File: src/rtl/uart_irq_pkg.sv
package uart_irq_pkg;
  localparam int NSRC    = 4;
  localparam int SRC_RX  = 0;
  localparam int SRC_ERR = 1;
  localparam int SRC_TX  = 2;
  localparam int SRC_MDM = 3;
  localparam int TO_BIT  = 3;
  localparam int TRIG_W  = 3;
  localparam int LVL_W   = 9;
endpackage

File: src/rtl/uart_trig_scale.sv
module uart_trig_scale #(
  parameter int CH_W     = 3,
  parameter int FLD_W    = 3,
  parameter int LVL_W    = 9,
  parameter bit PLUS_ONE = 1'b0
) (
  input  logic [CH_W-1:0]  chan,
  input  logic [FLD_W-1:0] fld,
  output logic [LVL_W-1:0] lvl
);
  logic [LVL_W-1:0] steps;

  generate
    if (PLUS_ONE) begin : g_rx
      assign steps = LVL_W'(fld) + LVL_W'(1);
    end else begin : g_tx
      assign steps = LVL_W'(fld);
    end
  endgenerate

  always_comb begin
    case (int'(chan))
      0:       lvl = steps << 5;
      1, 4:    lvl = steps << 3;
      2, 3:    lvl = steps << 1;
      default: lvl = '0;
    endcase
  end

  always_comb begin
    if (int'(chan) > 4) assert_nochan_R4: assert (lvl == '0);
  end
endmodule

File: src/rtl/uart_rx_timer.sv
module uart_rx_timer #(
  parameter int FRM_W = 4,
  parameter int MUL_W = 4
) (
  input  logic             clk,
  input  logic             rst,
  input  logic             enable,
  input  logic [MUL_W-1:0] mult,
  input  logic [FRM_W-1:0] frame_bits,
  input  logic             push,
  input  logic             cancel,
  input  logic             tick,
  output logic             expire
);
  logic             armed_q;
  logic             exp_q;
  logic [FRM_W-1:0] bit_q;
  logic [MUL_W-1:0] word_q;

  always_ff @(posedge clk) begin
    if (rst) begin
      armed_q <= 1'b0;
      exp_q   <= 1'b0;
      bit_q   <= '0;
      word_q  <= '0;
    end else begin
      exp_q <= 1'b0;
      if (cancel || !enable || mult == '0) begin
        armed_q <= 1'b0;
        bit_q   <= '0;
        word_q  <= '0;
      end else if (push) begin
        armed_q <= 1'b1;
        bit_q   <= '0;
        word_q  <= '0;
      end else if (armed_q && tick) begin
        if (bit_q == frame_bits - FRM_W'(1)) begin
          bit_q <= '0;
          if (word_q == mult - MUL_W'(1)) begin
            word_q  <= '0;
            armed_q <= 1'b0;
            exp_q   <= 1'b1;
          end else begin
            word_q <= word_q + MUL_W'(1);
          end
        end else begin
          bit_q <= bit_q + FRM_W'(1);
        end
      end
    end
  end

  assign expire = exp_q;

  assert_expire_armed_R9: assert property (@(posedge clk) disable iff (rst)
    exp_q |-> $past(armed_q));
  assert_hold_zero_R10: assert property (@(posedge clk) disable iff (rst)
    (mult == '0) |=> !armed_q);
endmodule

File: src/rtl/uart_int_regs.sv
module uart_int_regs
  import uart_irq_pkg::*;
(
  input  logic            clk,
  input  logic            rst,
  input  logic [NSRC-1:0] set_vec,
  input  logic [NSRC-1:0] clr_vec,
  input  logic            mask_we,
  input  logic [NSRC-1:0] mask_wd,
  input  logic            fire,
  input  logic            tstat_clr,
  output logic [NSRC-1:0] src_q,
  output logic [NSRC-1:0] pend_q,
  output logic [NSRC-1:0] mask_q,
  output logic            flag_q,
  output logic            irq_q
);
  logic [NSRC-1:0] src_d, mask_d, pend_d;

  always_comb begin
    src_d  = (src_q & ~clr_vec) | set_vec;
    mask_d = mask_we ? mask_wd : mask_q;
    pend_d = src_d & ~mask_d;
  end

  always_ff @(posedge clk) begin
    if (rst) begin
      src_q  <= '0;
      mask_q <= '0;
      pend_q <= '0;
      irq_q  <= 1'b0;
      flag_q <= 1'b0;
    end else begin
      src_q  <= src_d;
      mask_q <= mask_d;
      pend_q <= pend_d;
      irq_q  <= |pend_d;
      if (fire)           flag_q <= 1'b1;
      else if (tstat_clr) flag_q <= 1'b0;
    end
  end

  assert_pend_mirror_R2: assert property (@(posedge clk) disable iff (rst)
    pend_q == (src_q & ~mask_q));
  assert_irq_level_R2: assert property (@(posedge clk) disable iff (rst)
    irq_q == (pend_q != '0));
  assert_clear_R3: assert property (@(posedge clk) disable iff (rst)
    (clr_vec != '0) |=> ((src_q & $past(clr_vec & ~set_vec)) == '0));
  assert_flag_cause_R9: assert property (@(posedge clk) disable iff (rst)
    $rose(flag_q) |-> $past(fire));
  assert_flag_clear_R11: assert property (@(posedge clk) disable iff (rst)
    (tstat_clr && !fire) |=> !flag_q);
endmodule

File: src/rtl/uart_irq_ctrl.sv
module uart_irq_ctrl
  import uart_irq_pkg::*;
#(
  parameter int CH_W  = 3,
  parameter int CNT_W = 9,
  parameter int FRM_W = 4,
  parameter int MUL_W = 4
) (
  input  logic             clk,
  input  logic             rst,
  input  logic [CH_W-1:0]  chan,
  input  logic             fifo_en,
  input  logic [2:0]       rx_fld,
  input  logic [2:0]       tx_fld,
  input  logic [CNT_W-1:0] rx_count,
  input  logic [CNT_W-1:0] tx_count,
  input  logic             rx_ready,
  input  logic [1:0]       rx_mode,
  input  logic             rxto_en,
  input  logic             rxto_force,
  input  logic [MUL_W-1:0] rxto_mult,
  input  logic [FRM_W-1:0] frame_bits,
  input  logic             baud_tick,
  input  logic             rx_push,
  input  logic             err_evt,
  input  logic             modem_evt,
  input  logic             wr_pend,
  input  logic             wr_src,
  input  logic             wr_mask,
  input  logic             wr_tstat,
  input  logic [3:0]       wr_data,
  output logic [3:0]       src_pend,
  output logic [3:0]       pend,
  output logic [3:0]       mask,
  output logic             rx_timeout,
  output logic             irq,
  output logic             dma_busy
);
  localparam int CMP_W = (CNT_W > LVL_W) ? CNT_W : LVL_W;

  logic [LVL_W-1:0] rx_lvl, tx_lvl;
  logic [CMP_W-1:0] rx_cnt_x, tx_cnt_x, rx_lvl_x, tx_lvl_x;
  logic             rx_fifo_set, rx_set, tx_set, expire, fire;
  logic [NSRC-1:0]  set_vec, clr_vec;
  logic             dma_q;

  uart_trig_scale #(.CH_W(CH_W), .FLD_W(TRIG_W), .LVL_W(LVL_W), .PLUS_ONE(1'b1))
    u_rx_lvl (.chan(chan), .fld(rx_fld), .lvl(rx_lvl));
  uart_trig_scale #(.CH_W(CH_W), .FLD_W(TRIG_W), .LVL_W(LVL_W), .PLUS_ONE(1'b0))
    u_tx_lvl (.chan(chan), .fld(tx_fld), .lvl(tx_lvl));

  always_comb begin
    rx_cnt_x    = CMP_W'(rx_count);
    tx_cnt_x    = CMP_W'(tx_count);
    rx_lvl_x    = CMP_W'(rx_lvl);
    tx_lvl_x    = CMP_W'(tx_lvl);
    rx_fifo_set = fifo_en && ((rx_cnt_x >= rx_lvl_x) ||
                              (rx_count != '0 && !rxto_en));
    tx_set      = fifo_en && (tx_cnt_x <= tx_lvl_x);
    fire        = expire && (rx_ready || rxto_force);
    rx_set      = (fifo_en ? rx_fifo_set : rx_ready) || fire;
    set_vec          = '0;
    set_vec[SRC_RX]  = rx_set;
    set_vec[SRC_ERR] = err_evt;
    set_vec[SRC_TX]  = tx_set;
    set_vec[SRC_MDM] = modem_evt;
    clr_vec = (wr_pend || wr_src) ? wr_data : '0;
  end

  uart_rx_timer #(.FRM_W(FRM_W), .MUL_W(MUL_W)) u_timer (
    .clk(clk), .rst(rst), .enable(rxto_en), .mult(rxto_mult),
    .frame_bits(frame_bits), .push(rx_push), .cancel(rx_fifo_set),
    .tick(baud_tick), .expire(expire)
  );

  uart_int_regs u_regs (
    .clk(clk), .rst(rst), .set_vec(set_vec), .clr_vec(clr_vec),
    .mask_we(wr_mask), .mask_wd(wr_data), .fire(fire),
    .tstat_clr(wr_tstat && wr_data[TO_BIT]),
    .src_q(src_pend), .pend_q(pend), .mask_q(mask),
    .flag_q(rx_timeout), .irq_q(irq)
  );

  always_ff @(posedge clk) begin
    if (rst) dma_q <= 1'b0;
    else     dma_q <= (rx_mode == 2'b10) && (rx_count == '0);
  end
  assign dma_busy = dma_q;

  assert_dma_R12: assert property (@(posedge clk) disable iff (rst)
    dma_q |-> $past(rx_mode == 2'b10 && rx_count == '0));
endmodule

File: config.mk
export PLATFORM = sky130hd
export DESIGN_NAME = uart_irq_ctrl
export DESIGN_NICKNAME = d
export VERILOG_FILES = /design/src/rtl/uart_irq_pkg.sv /design/src/rtl/uart_trig_scale.sv /design/src/rtl/uart_rx_timer.sv /design/src/rtl/uart_int_regs.sv /design/src/rtl/uart_irq_ctrl.sv
export SDC_FILE = /design/constraint.sdc
export NUM_CORES = 1
export LEC_CHECK = 0
export ABC_AREA = 1
export BUFFER_PORTS_ARGS = -buffer_cell sky130_fd_sc_hd__buf_2
export CAP_MARGIN = 20
export CORE_ASPECT_RATIO = 2
export CORE_MARGIN = 3
export CORE_UTILIZATION = 42
export CTS_BUF_LIST = sky130_fd_sc_hd__clkbuf_8
export DETAILED_ROUTE_END_ITERATION = 10
export PLACE_DENSITY = 0.75
export RECOVER_POWER = 100
export SETUP_SLACK_MARGIN = 0.02
export SLEW_MARGIN = 0
export SYNTH_ARGS = -nofsm -noshare
export SYNTH_HDL_FRONTEND = slang
export SYNTH_SLANG_ARGS = --single-unit
export TNS_END_PERCENT = 100
File: constraint.sdc
create_clock -name clk -period 3 [get_ports clk]
set_input_delay 0.6 -clock clk [delete_from_list [all_inputs] [get_ports clk]]
set_output_delay 0.6 -clock clk [all_outputs]
set_load 0.005 [all_outputs]
==> results of run 1 <==
-- cell families after synthesis --
family,after synthesis
AO/OA/AOI/OAI,39
XOR/XNOR,12
adder cells (fa/ha/maj),20
buffers and inverters,50
AND/OR/NAND/NOR,127
flip-flops,25
-- worst max-delay path, cell delays in order --
cell	delay [ns]
clkbuf_1	0.10
nor2_1	0.14
inv_1	0.08
o211a_1	0.20
a22oi_1	0.18
ha_1	0.27
nand2_1	0.07
nand2_1	0.04
nand2_1	0.05
nand2_1	0.04
a21oi_1	0.12
nand3_1	0.08
nand2_1	0.12
nand3_1	0.26
nor3_1	0.23
-- layout make-up --
type                    instances  area [um2]
flip-flops and latches         25         500
clock buffers                   3        41.3
inverters                      49         189
well taps                      52        65.1
repair buffers                 71         340
fillers                       448        1890
multi-input cells             198        1140
clock inverters                 1        3.75
-- power groups by stage --
| stage | clock network, mW | registers, mW | logic, mW |
|---|---|---|---|
| final | 0.189 | 0.350 | 0.194 |
| after global routing | 0.208 | 0.351 | 0.227 |
| after CTS | 0.195 | 0.349 | 0.201 |
| after detailed placement | 0 | 0.357 | 0.200 |
| after global placement | 0 | 0.357 | 0.196 |
| after floorplan | 0 | 0.358 | 0.115 |
-- final timing paths --
kind         cells past startpoint           endpoint             start
max                             15     u_timer.expire           chan[2]
min reg2reg                      2      u_regs.flag_q     u_regs.flag_q
max reg2reg                      8  u_timer.word_q[2]  u_timer.bit_q[0]
min                              2      u_regs.flag_q     u_regs.flag_q
-- metrics by stage --
| step | setup WS, ns | total power [mW] |
|---|---|---|
| 3_5_place_dp | 0.441 | 0.557 |
| 2_1_floorplan | 0.657 | 0.474 |
| 6_report | 0.604 | 0.732 |
| 3_3_place_gp | 0.553 | 0.553 |
| 4_1_cts | 0.708 | 0.746 |
| 5_1_grt | 0.264 | 0.786 |
-- registers in the layout, indices dropped and copies added, names as in the netlist --
signal           flops
dma_busy             1
u_regs.flag_q        1
u_regs.irq_q         1
u_regs.mask_q        4
u_regs.pend_q        4
u_regs.src_q         4
u_timer.armed_q      1
u_timer.bit_q        4
u_timer.expire       1
u_timer.word_q       4
-- per-layer routing --
metal | share of wire, % | track usage (%) | routed length, um | up-vias
li1 | - | - | - | 1018
met1 | 34 | 15.8 | 1490 | 821
met2 | 60 | 37.3 | 2640 | 43
met3 | 4.5 | 2.40 | 198 | 6
met4 | 1.4 | 5.71 | 63 | 0
met5 | 0 | 0 | 0 | -
-- layout by cell type, fill, tap and decap left out --
cell	count
inv_1	48
a21oi_1	19
inv_2	1
dfxtp_1	25
a22oi_1	6
nor2_4	1
nor2_1	24
ha_1	20
nand2_1	68
o21ai_0	11
nand4_4	1
o211a_1	1
buf_2	53
o21ai_1	1
nand4_1	2
nand3_1	19
clkbuf_1	16
xnor2_1	3
nor3_1	7
nand3_4	1
or2_2	2
o21bai_1	1
clkinv_4	1
nand2_2	2
clkbuf_8	3
buf_4	2
xor2_1	9
==> results.cfg, run 1 <==
[global_routing]
grt_pass1_vias = 1845
grt_use_total_pct = 17.8
gr-total-overflow = 0
grt_pass1_wl_um = 7220
grt_max_degree = 16
antenna_found_initial = 0

[floorplan]
dieWidth_um = 52.8
die_y_um = 99.5
dieArea_um2 = 5250
num_io_pins = 70
start_util_pct = 44.0
num_rows = 33
core_area_um2 = 4170

[power_and_ir_drop]
p_comb_share_pct = 26.5
peakVddDrop_uv = 260
power-per-cell-area_nw_per_um2 = 322
pwr-share-clk_pct = 25.8
seq_power_share_pct = 47.8
cellInternalPower_uw = 522
p_leak_nw = 1.21
power_switching_uw = 210
swShare_pct = 28.7

[finish]
drive_above_1_share_pct = 19.3
final_cells = 399
synthToLayoutAreaGrowth_pct = 23.9
final_core_util_pct = 54.6
n_antenna_cell = 0
nets = 423
final_area_um2 = 2280

[clock_tree]
cts-buffers-inserted = 3
cts.repair.resized = 0
clock-sinks = 25
cts_root_buf = clkbuf_8
htree_levels = 1
cts_setup_buffers = 0
clock_latency_ns = 0.26
cts_tree = done
cts_hold_buf = 0
path_clk_slew_ns = 0.08
clockBufferDepth = 2

[sta]
finalHoldViolCount = 0
min_period_ns = 2.40
setup_violations = 0
max_slew_margin_pct = 57.7
drv_slew = 0
final.setup.tns_ns = 0
fmax_mhz = 417
rsz0062_at_grt = false
timing.final.crit_share_pct = 79.9
worst_pin_slew_ns = 0.635
whs_ns = 0.476
skew_ns = 0.00156

[synth]
ys.flop_type = dfxtp_1
synthCells = 273
synth-async-reset-ratio_pct = 0
synth.distinct_cells = 25
yosys.area.top_type = dfxtp_1
synth_compound_area_share_pct = 11.9
syn-cell-area_um2 = 1840
ys.warnings.count = 0
synth_area_leaders = dfxtp_1 (27%), nand2_1 (14%), ha_1 (14%)
yosys.cell_count.top_type = nand2_1
synth-seq-cells = 25
synthTopCellsByCount = nand2_1 (67), inv_1 (47), dfxtp_1 (25)
muxShareOfSynthArea_pct = 0
avgSynthCellArea_um2 = 6.73
synth_xor_area_share_pct = 5.72
synth_top_area_share_pct = 27.2
synth_seq_area_share_pct = 27.2
synthSimpleGateAreaFrac_pct = 31.1
synth-edff-count = 0
synth-adder-area-share_pct = 13.6
synth_fp_nets = 348
synth_top_family_by_area = simple AND/OR/NAND/NOR gates

[route]
viasPerCell = 4.73
vias = 1888
drt_iter0_drc = 27
routed_wl_um = 4400
post_drt_wl_per_cell_um = 11.0
drc = 0
dr.pass1.iters = 6
antenna_left = 0

[place]
dpl_cell_area_um2 = 2260
port_buffers = 69
dp_cells = 395
dp_hpwl_um = 3890
gp_congestion = 0.861

[run]
maxCapViolations = 0

[setup_path]
critical_path_class = in2reg
required_ns = 3.18
cp_data_arrival_time_ns = 2.58
crit_path_start_kind = primary input
worst-r2r-setup-slack_ns = 1.68
cp-end-kind = register
cp_max_fo = 9

[worst_hold_path]
hp-class = reg2reg

[status]
status = finished, final reports clean
Power figures use the tool's default switching activity.
==> run 2, diff against run 1 <==
- ABC_AREA: 1 -> 0
- clock period: 3 -> 2.5 ns (I/O delays scaled with it)
==> results.cfg, run 2 <==
[status]
status = finished, final reports clean

[finish]
fillers = 419
final_area_um2 = 2470
multi_input_area_um2 = 1270
final_core_util_pct = 59.8
drive_above_1_share_pct = 29.3
final_common_cell = buf_2
layout_common_cells = buf_2 (56), dfxtp_1 (25), buf_4 (23)
register_area_um2 = 500
n_antenna_cell = 0
synthToLayoutAreaGrowth_pct = 35.2
nets = 393

[sta]
skew_ns = 0.00139
setup_violations = 0
finalHoldViolCount = 0
timing.final.crit_share_pct = 95.0
max_slew_margin_pct = 61.2
drv_slew = 0
fmax_mhz = 421
min_period_ns = 2.38
whs_ns = 0.378
worst_slack_ns = 0.125
worst_pin_slew_ns = 0.574
rsz0062_at_grt = true

[global_routing]
grt_pass1_wl_um = 8100
grt_max_degree = 17
gr-total-overflow = 0
grt_use_total_pct = 20.0
antenna_found_initial = 0
grt_pass1_vias = 1993

[power_and_ir_drop]
peakVddDrop_uv = 390
seq_power_share_pct = 44.9
cellInternalPower_uw = 662
p_comb_share_pct = 28.1
swShare_pct = 29.5
pwr-share-clk_pct = 27.0
power_switching_uw = 277
p_leak_nw = 1.12
power-per-cell-area_nw_per_um2 = 380

[setup_path]
critical_path_class = in2reg
crit_path_start_kind = primary input
cp_data_arrival_time_ns = 2.57
cp_max_fo = 9
r2r_cells = 5
rr_startpoint = u_timer.bit_q[3]
required_ns = 2.69
rr_endpoint = u_timer.word_q[3]
cp-end-kind = register
worst-r2r-setup-slack_ns = 0.60

[clock_tree]
cts-buffers-inserted = 3
cts_tree = done
clock-sinks = 25
htree_levels = 1
clock_latency_ns = 0.27
cts_hold_buf = 0
clockBufferDepth = 2
cts_root_buf = clkbuf_8
path_clk_slew_ns = 0.09

[place]
port_buffers = 69
gp_congestion = 0.825
place_worst_setup_slack_ns = -0.221
dpl_cell_area_um2 = 2400
dp_hpwl_um = 4340

[worst_hold_path]
whs_path_depth = 2
hp-class = in2reg
hold_end = dma_busy
holdCritStartpoint = rx_mode[0]

[synth]
yosys.area.top_type = dfxtp_1
synth_top_area_share_pct = 27.4
synthTopCellsByCount = dfxtp_1 (25), ha_1 (20), nand2_1 (20)
synth.distinct_cells = 44
ys.flop_type = dfxtp_1
synth_fp_nets = 301
avgSynthCellArea_um2 = 8.08
synth-async-reset-ratio_pct = 0
synth_area_leaders = dfxtp_1 (27%), ha_1 (14%), xor2_1 (4.3%)
syn-cell-area_um2 = 1830
synth-edff-count = 0
synth_seq_area_share_pct = 27.4
synthCells = 226
synth-seq-cells = 25
yosys.cell_count.top_type = dfxtp_1
ys.warnings.count = 0

[route]
vias = 1978
post_drt_wl_per_cell_um = 13.7
drc = 0
antenna_left = 0
dr.pass1.iters = 4
routed_wl_um = 5050
viasPerCell = 5.36
drt_iter0_drc = 31

[floorplan]
core_area_um2 = 4130
start_util_pct = 44.2
num_io_pins = 70
num_rows = 33
dieArea_um2 = 5220
dieWidth_um = 52.6
die_y_um = 99.3

[run]
maxCapViolations = 0
==> run 2: cell count changes after synthesis, moves of 5 or more <==
cell	change
inv_1	-33
nand2b_1	+7
nand3_1	-9
nor2_1	-7
nand2_1	-47
mux2i_1	+6
nor2b_1	+5
a21oi_1	-6
a211oi_1	+7
==> run 2: cells by family (layout without fill, tap and decap cells) <==
group,count (synthesis),in the layout,share of synthesized area (%)
AO/OA/AOI/OAI,50,50,17.9
XOR/XNOR,15,15,7.19
adder cells (fa/ha/maj),20,20,13.7
buffers and inverters,21,112,4.38
flip-flops,25,25,27.4
multiplexers,6,6,3.29
AND/OR/NAND/NOR,89,89,26.1
==> run 2: worst max-delay path: stages <==
cell      delay (ns)
buf_2           0.11
ha_1            0.22
xor2_2          0.18
a22oi_1         0.17
nor2_1          0.06
a21oi_1         0.12
ha_1            0.24
o21ai_0         0.08
a31oi_1         0.06
o31ai_1         0.26
buf_4           0.16
a21boi_2        0.06
buf_6           0.15
a211oi_1        0.20
==> run 2: metal layers <==
metal  wire length, um  up-vias  share of wire, %  global-route usage [%]
met5                 0        -                 0                       0
met3               188       10               3.7                    1.80
met1              1740      925                35                    18.5
met4               119        0               2.4                    8.27
met2              3000       48                59                    40.7
li1                  -      995                 -                       -
==> run 2: layout make-up <==
cell class | count | share of cell area (%)
clock inverters | 1 | 0.355
well taps | 52 | 2.63
inverters | 14 | 2.13
repair buffers | 94 | 21.6
multi-input cells | 180 | 51.4
clock buffers | 3 | 1.67
flip-flops and latches | 25 | 20.3
==> run 2: per-stage QoR <==
step	setup TNS, ns	power (mW)	std cells
2_1_floorplan	0	0.563	226
3_3_place_gp	-1.43	0.684	363
3_5_place_dp	-1.69	0.693	363
4_1_cts	0	0.944	367
5_1_grt	-0.0398	0.997	369
6_report	0	0.939	369
==> run 2: what timing repair did <==
item                                   4_1_cts  5_1_grt
endpoints found under the hold margin        0        0
setup endpoints to repair                    0       10
gates resized for setup                      0        5
buffers inserted                             0        2
==> run 2: power groups by stage <==
stage               Combinational (mW)  Clock, mW  Sequential, mW
floorplan                        0.132          0           0.431
global placement                 0.254          0           0.430
detailed placement               0.262          0           0.431
CTS                              0.264      0.260           0.421
global route                     0.296      0.278           0.423
finish                           0.264      0.254           0.422
==> run 2: worst max-delay path by stage <==
| stage | from | end |
|---|---|---|
| floorplan | chan[0] | u_regs.irq_q |
| detailed placement | rx_fld[0] | u_regs.irq_q |
| CTS | rx_fld[0] | u_regs.irq_q |
| global route | rx_fld[0] | u_timer.word_q[0] |
| finish | rx_fld[0] | u_timer.bit_q[1] |
| global placement | rx_fld[0] | u_regs.irq_q |
